### src/rtl/irqPkg.sv
package irqPkg;

  typedef enum logic [2:0] {
    TRIG_LOW  = 3'b000,
    TRIG_HIGH = 3'b001,
    TRIG_ANY  = 3'b010,
    TRIG_RISE = 3'b011,
    TRIG_FALL = 3'b100
  } trigMode_e;

  // strobes from the service control into the datapath
  typedef struct packed {
    logic ackFire;
    logic eosFire;
  } svcStrobe_t;

endpackage

### src/rtl/irqDatapath.sv
module irqDatapath
  import irqPkg::*;
#(
  parameter int NUM_LINES = 32,
  parameter int PRIO_W    = 3,
  parameter int NMI_LINE  = 31,
  localparam int ADDR_W   = $clog2(NUM_LINES + 1),
  localparam int VEC_W    = $clog2(NUM_LINES),
  localparam int CFG_W    = 3 + PRIO_W
) (
  input  logic                 clk,
  input  logic                 rstN,
  input  logic [NUM_LINES-1:0] lineIn,
  input  logic                 cfgWe,
  input  logic [ADDR_W-1:0]    cfgAddr,
  input  logic [CFG_W-1:0]     cfgWdata,
  input  svcStrobe_t           strobe,
  output logic                 bestFound,
  output logic [VEC_W-1:0]     bestIdx,
  output logic [PRIO_W-1:0]    bestPrio,
  output logic [NUM_LINES-1:0] pendVec,
  output logic                 globalDis
);

  logic [NUM_LINES-1:0] syncA, syncB, prevB;
  logic [NUM_LINES-1:0] riseVec, fallVec, clrVec, nextPend, eligible;
  logic [2:0]           modeReg [NUM_LINES];
  logic [PRIO_W-1:0]    prioReg [NUM_LINES];
  logic [NUM_LINES-1:0] unmaskVec;

  // two-flop synchroniser and edge history
  always_ff @(posedge clk or negedge rstN) begin
    if (!rstN) begin
      syncA <= '0;
      syncB <= '0;
      prevB <= '0;
    end else begin
      syncA <= lineIn;
      syncB <= syncA;
      prevB <= syncB;
    end
  end

  assign riseVec = syncB & ~prevB;
  assign fallVec = ~syncB & prevB;

  // one-hot clear of the acknowledged line, and the unmaskable-line mask
  genvar g;
  generate
    for (g = 0; g < NUM_LINES; g++) begin : gLine
      assign clrVec[g]    = strobe.ackFire && (bestIdx == VEC_W'(g));
      assign unmaskVec[g] = (g == NMI_LINE);
    end
  endgenerate

  always_comb begin
    for (int i = 0; i < NUM_LINES; i++) begin
      case (modeReg[i])
        TRIG_LOW:  nextPend[i] = ~syncB[i];
        TRIG_HIGH: nextPend[i] = syncB[i];
        TRIG_ANY:  nextPend[i] = riseVec[i] | fallVec[i] | (pendVec[i] & ~clrVec[i]);
        TRIG_RISE: nextPend[i] = riseVec[i] | (pendVec[i] & ~clrVec[i]);
        TRIG_FALL: nextPend[i] = fallVec[i] | (pendVec[i] & ~clrVec[i]);
        default:   nextPend[i] = 1'b0;
      endcase
    end
  end

  // configuration and pending state
  always_ff @(posedge clk or negedge rstN) begin
    if (!rstN) begin
      globalDis <= 1'b1;
      pendVec   <= '0;
      for (int i = 0; i < NUM_LINES; i++) begin
        modeReg[i] <= TRIG_HIGH;
        prioReg[i] <= '0;
      end
    end else begin
      if (cfgWe && cfgAddr == ADDR_W'(NUM_LINES)) globalDis <= cfgWdata[0];
      for (int i = 0; i < NUM_LINES; i++) begin
        if (cfgWe && cfgAddr == ADDR_W'(i)) begin
          modeReg[i] <= cfgWdata[2:0];
          prioReg[i] <= cfgWdata[3 +: PRIO_W];
          pendVec[i] <= 1'b0;
        end else begin
          pendVec[i] <= nextPend[i];
        end
      end
    end
  end

  // winner selection: highest priority, lowest index on ties
  assign eligible = pendVec & (globalDis ? unmaskVec : {NUM_LINES{1'b1}});

  always_comb begin
    bestFound = 1'b0;
    bestIdx   = '0;
    bestPrio  = '0;
    for (int i = NUM_LINES - 1; i >= 0; i--) begin
      if (eligible[i] && (!bestFound || prioReg[i] >= bestPrio)) begin
        bestFound = 1'b1;
        bestIdx   = VEC_W'(i);
        bestPrio  = prioReg[i];
      end
    end
  end

endmodule

### src/rtl/irqControl.sv
module irqControl
  import irqPkg::*;
#(
  parameter int PRIO_W     = 3,
  parameter int NEST_DEPTH = 4,
  localparam int CNT_W     = $clog2(NEST_DEPTH + 1),
  localparam int SLOT_W    = (NEST_DEPTH > 1) ? $clog2(NEST_DEPTH) : 1
) (
  input  logic              clk,
  input  logic              rstN,
  input  logic              irqAck,
  input  logic              irqEos,
  input  logic              bestFound,
  input  logic [PRIO_W-1:0] bestPrio,
  output logic              irqReq,
  output svcStrobe_t        strobe,
  output logic [CNT_W-1:0]  stackCnt
);

  logic [PRIO_W-1:0] prioStack [NEST_DEPTH];
  logic [PRIO_W-1:0] topPrio;
  logic              stackEmpty, stackFull;

  assign stackEmpty = (stackCnt == '0);
  assign stackFull  = (stackCnt == CNT_W'(NEST_DEPTH));
  assign topPrio    = stackEmpty ? '0 : prioStack[SLOT_W'(stackCnt - CNT_W'(1))];

  assign irqReq = bestFound && !stackFull && (stackEmpty || bestPrio > topPrio);

  assign strobe.ackFire = irqAck && irqReq;
  assign strobe.eosFire = irqEos && !stackEmpty && !strobe.ackFire;

  always_ff @(posedge clk or negedge rstN) begin
    if (!rstN) begin
      stackCnt <= '0;
      for (int i = 0; i < NEST_DEPTH; i++) prioStack[i] <= '0;
    end else if (strobe.ackFire) begin
      prioStack[SLOT_W'(stackCnt)] <= bestPrio;
      stackCnt <= stackCnt + CNT_W'(1);
    end else if (strobe.eosFire) begin
      stackCnt <= stackCnt - CNT_W'(1);
    end
  end

endmodule

### src/rtl/prioIrqCtrl.sv
module prioIrqCtrl
  import irqPkg::*;
#(
  parameter int NUM_LINES  = 32,
  parameter int PRIO_W     = 3,
  parameter int NEST_DEPTH = 4,
  parameter int NMI_LINE   = 31,
  localparam int ADDR_W    = $clog2(NUM_LINES + 1),
  localparam int VEC_W     = $clog2(NUM_LINES),
  localparam int CFG_W     = 3 + PRIO_W,
  localparam int CNT_W     = $clog2(NEST_DEPTH + 1)
) (
  input  logic                 clk,
  input  logic                 rstN,
  input  logic [NUM_LINES-1:0] lineIn,
  input  logic                 cfgWe,
  input  logic [ADDR_W-1:0]    cfgAddr,
  input  logic [CFG_W-1:0]     cfgWdata,
  input  logic                 irqAck,
  input  logic                 irqEos,
  output logic                 irqReq,
  output logic [VEC_W-1:0]     irqVec
);

  svcStrobe_t           strobe;
  logic                 bestFound;
  logic [VEC_W-1:0]     bestIdx;
  logic [PRIO_W-1:0]    bestPrio;
  logic [NUM_LINES-1:0] pendVec;
  logic                 globalDis;
  logic [CNT_W-1:0]     stackCnt;

  irqDatapath #(
    .NUM_LINES(NUM_LINES), .PRIO_W(PRIO_W), .NMI_LINE(NMI_LINE)
  ) u_datapath (
    .clk(clk), .rstN(rstN), .lineIn(lineIn),
    .cfgWe(cfgWe), .cfgAddr(cfgAddr), .cfgWdata(cfgWdata),
    .strobe(strobe), .bestFound(bestFound), .bestIdx(bestIdx),
    .bestPrio(bestPrio), .pendVec(pendVec), .globalDis(globalDis)
  );

  irqControl #(
    .PRIO_W(PRIO_W), .NEST_DEPTH(NEST_DEPTH)
  ) u_control (
    .clk(clk), .rstN(rstN), .irqAck(irqAck), .irqEos(irqEos),
    .bestFound(bestFound), .bestPrio(bestPrio),
    .irqReq(irqReq), .strobe(strobe), .stackCnt(stackCnt)
  );

  assign irqVec = bestIdx;

endmodule

### config.mk
export PLATFORM = sky130hd
export DESIGN_NAME = prioIrqCtrl
export DESIGN_NICKNAME = d
export VERILOG_FILES = /design/src/rtl/irqPkg.sv /design/src/rtl/irqDatapath.sv /design/src/rtl/irqControl.sv /design/src/rtl/prioIrqCtrl.sv
export SDC_FILE = /design/constraint.sdc
export NUM_CORES = 1
export LEC_CHECK = 0
export BUFFER_PORTS_ARGS = -buffer_cell sky130_fd_sc_hd__buf_2
export CORE_AREA = 2 2 312 222
export DETAILED_ROUTE_END_ITERATION = 12
export DIE_AREA = 0 0 314 224
export MAX_ROUTING_LAYER = met4
export PLACE_DENSITY_LB_ADDON = 0.15
export SLEW_MARGIN = 10
export SYNTH_ARGS = -nofsm -noshare
export SYNTH_HDL_FRONTEND = slang
export SYNTH_HIERARCHICAL = 1
export SYNTH_SLANG_ARGS = --single-unit
### constraint.sdc
create_clock -name clk -period 116.2 [get_ports clk]
set_clock_uncertainty 0.1 [all_clocks]
set_input_delay 11.62 -clock clk [delete_from_list [all_inputs] [get_ports clk]]
set_output_delay 11.62 -clock clk [all_outputs]
set_load 0.03 [all_outputs]
==> impl_metrics.toml, run 1 <==
[run_status]
status = "complete, no violations"

[final_layout]
drive_above_1_share = 0.1887
finalNetCount = 2363
design_area_sq_um = 23280
fill_cells = 6742
syn_to_final_growth_pct = 12.50
final_cell_mix = "303 x dfrtp_1, 195 x mux2_2, 173 x inv_1, 172 x nor2_1, 155 x nand2_1"
post-route-util = 0.3456
final_common_cell = "dfrtp_1"

[clock_tree]
cts_setup_buffers = 0
path_clk_slew_ns = 0.06
hold_buffers = 0
cts_tree = "built"
clk_path_buf_depth = 3
cts_resized = 0
root_buffer = "clkbuf_16"
cts_buffers = 41
htreeDepth = 2
clkLatencyLatePin_ns = 0.60
cts.sinks = 336

[synthesis]
synthesis.area_sq_um = 20700
synth_cells = 2125
yosys_warnings = 6
syn_avg_cell_area_sq_um = 9.740
syn_nets = 2316

[drt]
first_pass_iters = 6
vias = 16260
ant_nets = 0
wl_per_cell_um = 19.91
drcViolationCount = 0
totalWireLength_mm = 61.93
drt_iter0_drc = 1430
viasPerCell = 5.226

[hold_path]
hp-class = "reg -> reg"
holdPathStages = 0
hold_path_startpoint = "u_datapath/syncA[13]"
hold_path_end = "u_datapath/syncB[13]"

[sta]
finalCriticalPeriod_ns = 62.31
tns_ns = 0
hold_viol = 0
setup_viol = 0
period_share = 0.5362
hold_ws_ns = 0.2373
slew_headroom = 0.1584
drv_slew = 0
rsz0062_at_grt = "false"
timing.fmax_mhz = 16.05
tightest_slew_ns = 1.252

[placement]
hpwl_mm = 45.15
io_buffers = 54
gp_congestion = 0.9370
place_area_sq_um = 21930

[critical_path]
critical_path_required_ns = 104.48
rr_startpoint = "u_datapath/pendVec[31]"
slowest_delay_ns = 0.86
rrSetupSlack_ns = 64.22
path_buf_inv = 10
path_class = "reg -> out"
cp_top_family = "compound AO/OA/AOI/OAI gates"
cpMostUsedCell = "ha_1"
cp_data_arrival_time_ns = 50.59
worstReg2RegEnd = "u_datapath/pendVec[26]"
cpMaxStageDelayCell = "o311ai_2"
worst_setup_path_start_kind = "register"
rr_worst_depth = 215
cp_max_fo = 14
critPathCaptureType = "output pin"

[die]
ioPinCount = 55
row_count = 80
die_x_um = 314
dieArea_sq_um = 70340
core_area_sq_um = 67360
start_util = 0.3072
die_y_um = 224

[global_routing]
busiest_layer = "met1"
gr-total-overflow = 0
grt_pass1_vias = 15580
antenna_found_initial = 7
grt_start_max_net_pins = 101
use_met2 = 0.2408
grt.met3_usage = 0.04120
grt_pass1_wl_mm = 95.49
met1_usage = 0.2729
grt.total_usage = 0.1819

[flow_run]
max_cap_violations = 0
## layout make-up
type                            count  area, sq um  share of cell area
Clock inverter                     14        156.4            0.006717
Tap cell                          902         1129             0.04847
Inverter                          173        649.4             0.02789
Clock buffer                       62         1185             0.05089
Timing Repair Buffer               65        362.8             0.01558
Multi-Input combinational cell   1555        11340              0.4871
Antenna cell                        4        10.01           0.0004299
Sequential cell                   336         8449              0.3629
## worst max path at each step
| stage | slack [ns] | to | start | cells after the start |
|---|---|---|---|---|
| after global routing | 50.03 | irqReq | u_datapath/pendVec[31] | 212 |
| after global placement | 57.09 | irqReq | u_datapath/pendVec[31] | 211 |
| after CTS | 54.67 | irqReq | u_datapath/pendVec[31] | 211 |
| after detailed placement | 55.45 | irqReq | u_datapath/pendVec[31] | 211 |
| after floorplan | 61.81 | irqReq | u_datapath/pendVec[31] | 220 |
| final | 53.89 | irqReq | u_datapath/pendVec[31] | 211 |
## routing by layer
metal | routed length [um] | share of wire
met2 | 24130 | 0.39
met1 | 32040 | 0.52
met5 | 0 | 0
met3 | 4275 | 0.069
met4 | 1489 | 0.024
## worst register-to-register path: cells and delay by family (launching register included)
kind                       cells  cell delay, ns
muxes                         12            4.27
DFF                            1            0.57
buffers and inverters          9            1.01
AOI/OAI and AO/OA             92           24.32
and+or+nand+nor               66           11.73
adders and majority gates     36            9.81
## registers in the layout, summed over array words and instances, names as in the netlist
| register | cells |
|---|---|
| u_datapath/prioReg | 96 |
| u_control/stackCnt | 3 |
| u_datapath/syncB | 32 |
| u_datapath/pendVec | 32 |
| u_datapath/modeReg | 96 |
| u_datapath/prevB | 32 |
| u_control/prioStack | 12 |
| u_datapath/syncA | 32 |
| u_datapath/globalDis | 1 |
## metrics by stage
step,setup slack (ns),cells
2_1_floorplan,61.81,2125
3_3_place_gp,57.09,3031
3_5_place_dp,55.45,3031
4_1_cts,54.67,3107
5_1_grt,50.03,3111
6_report,53.89,3111
Power of run 1 is not shown: default switching activity piles up to over one toggle a cycle in this logic, so the estimate is an artifact.
==> run 2, diff against run 1 <==
ABC_AREA = 1   (was default)
CORE_AREA = 2 2 308 219   (was 2 2 312 222)
DIE_AREA = 0 0 310 221   (was 0 0 314 224)
clock period = 58.8 ns   (was 116.2 ns; I/O delays follow)
==> run 2 against run 1 <==
Net effect:
- critical path depth grew 77
- final cell count increased by 15%
- largest cell class unchanged
- flip-flop and latch count did not move
- first-iteration DRC count shrank 8.9%
- non-clock buffer count unchanged
- core utilization down 0.11 points
- critical path type unchanged
- worst setup slack worse by 36 ns
- count of clock-buffer cells in the layout shrank 2
- sequential share of layout area grew 1.1 points
- via count is 0.46% higher
- die area shrank 2.6%
==> impl_metrics.toml, run 2 <==
[sta]
timing.fmax_mhz = 24.30
setup_viol = 0
period_share = 0.6998
rsz0062_at_grt = "false"
finalCriticalPeriod_ns = 41.15
slew_headroom = 0.3567
tns_ns = 0
tightest_slew_ns = 0.9614
hold_ws_ns = 0.2461
hold_viol = 0
setup_ws_ns = 17.65
drv_slew = 0

[critical_path]
slowest_delay_ns = 0.58
cp_data_arrival_time_ns = 35.17
path_class = "reg -> out"
cp_max_fo = 13
rrSetupSlack_ns = 22.58
critical_path_required_ns = 52.82
cpMaxStageDelayCell = "nand2_1"
worst_setup_path_start_kind = "register"
cpMostUsedCell = "nand2_1"
critPathCaptureType = "output pin"

[die]
die_y_um = 221
start_util = 0.3061
ioPinCount = 55
dieArea_sq_um = 68510
core_area_sq_um = 65630
die_x_um = 310
row_count = 79

[clock_tree]
htreeDepth = 2
hold_buffers = 0
path_clk_slew_ns = 0.06
clk_path_buf_depth = 3
cts_tree = "built"
clkLatencyLatePin_ns = 0.58
cts_resized = 0
cts.sinks = 336
cts_setup_buffers = 0
root_buffer = "clkbuf_16"
cts_buffers = 39

[placement]
gp_congestion = 0.8834
io_buffers = 54
hpwl_mm = 38.67
place_ws_ns = 18.30
place_area_sq_um = 21320

[run_status]
status = "complete, no violations"

[global_routing]
grt_pass1_wl_mm = 86.89
gr-total-overflow = 0
antenna_found_initial = 7
grt_pass1_vias = 15660
grt_start_max_net_pins = 107
grt.total_usage = 0.1658

[drt]
viasPerCell = 4.576
drcViolationCount = 0
vias = 16330
ant_nets = 0
totalWireLength_mm = 53.92
wl_per_cell_um = 15.11
drt_iter0_drc = 1303
first_pass_iters = 5

[synthesis]
syn_avg_cell_area_sq_um = 7.792
synthesis.area_sq_um = 20090
syn_nets = 2769
synth_cells = 2578
yosys_warnings = 6

[final_layout]
final_cell_mix = "626 x nand2_1, 405 x inv_1, 315 x o21ai_0, 303 x dfrtp_1, 165 x nor2_1"
finalNetCount = 2836
design_area_sq_um = 22610
drive_above_1_share = 0.1439
fill_cells = 6873
reg_top3 = "u_datapath/modeReg x96, u_datapath/prioReg x96"
syn_to_final_growth_pct = 12.56
final_common_cell = "nand2_1"

[flow_run]
max_cap_violations = 0

[hold_path]
hp-class = "reg -> reg"
run 2: area by class of cell:
class	instances	area [sq um]	area share
clock buffer	60	1115	0.04931
multi-input combinational	1765	9742	0.4309
inverter	438	1650	0.07299
timing repair buffer	65	362.8	0.01605
clock inverter	11	168.9	0.007471
sequential	336	8449	0.3737
antenna	3	7.507	0.0003320
tap	891	1115	0.04931
run 2: critical path: cells and delay by family, from the launching register on:
kind                       cells  cell delay [ns]
and+or+nand+nor              141            12.05
AOI/OAI and AO/OA             69            10.11
adders and majority gates     32             9.17
buffers and inverters         46             2.77
DFF                            1             0.42
run 2: metal layers:
metal | vias to the layer above | part of all wire | track usage
met5 | - | 0 | -
met3 | 70 | 0.045 | 0.02490
met2 | 277 | 0.40 | 0.2288
met4 | 0 | 0.018 | 0.04130
met1 | 7624 | 0.53 | 0.2501
li1 | 8360 | - | -
run 2: through the flow:
step / utilization / instances
CTS: 0.3444 / 3566
floorplan: - / 2578
detailed placement: 0.3248 / 3495
global placement: 0.3248 / 3495
finish: 0.3445 / 3569
global route: 0.3445 / 3569
run 2: final timing paths:
path | start | endpoint | cells after the start
min | u_datapath/syncA[26] | u_datapath/syncB[26] | 0
min reg2reg | u_datapath/syncA[26] | u_datapath/syncB[26] | 0
max reg2reg | u_datapath/pendVec[31] | u_datapath/pendVec[17] | 296
max in group asynchronous | rstN | u_control/prioStack[1] | 3
max | u_datapath/pendVec[31] | irqReq | 288
min in group asynchronous | rstN | u_datapath/prioReg[19] | 1
Power of run 2 is left out for the same reason.
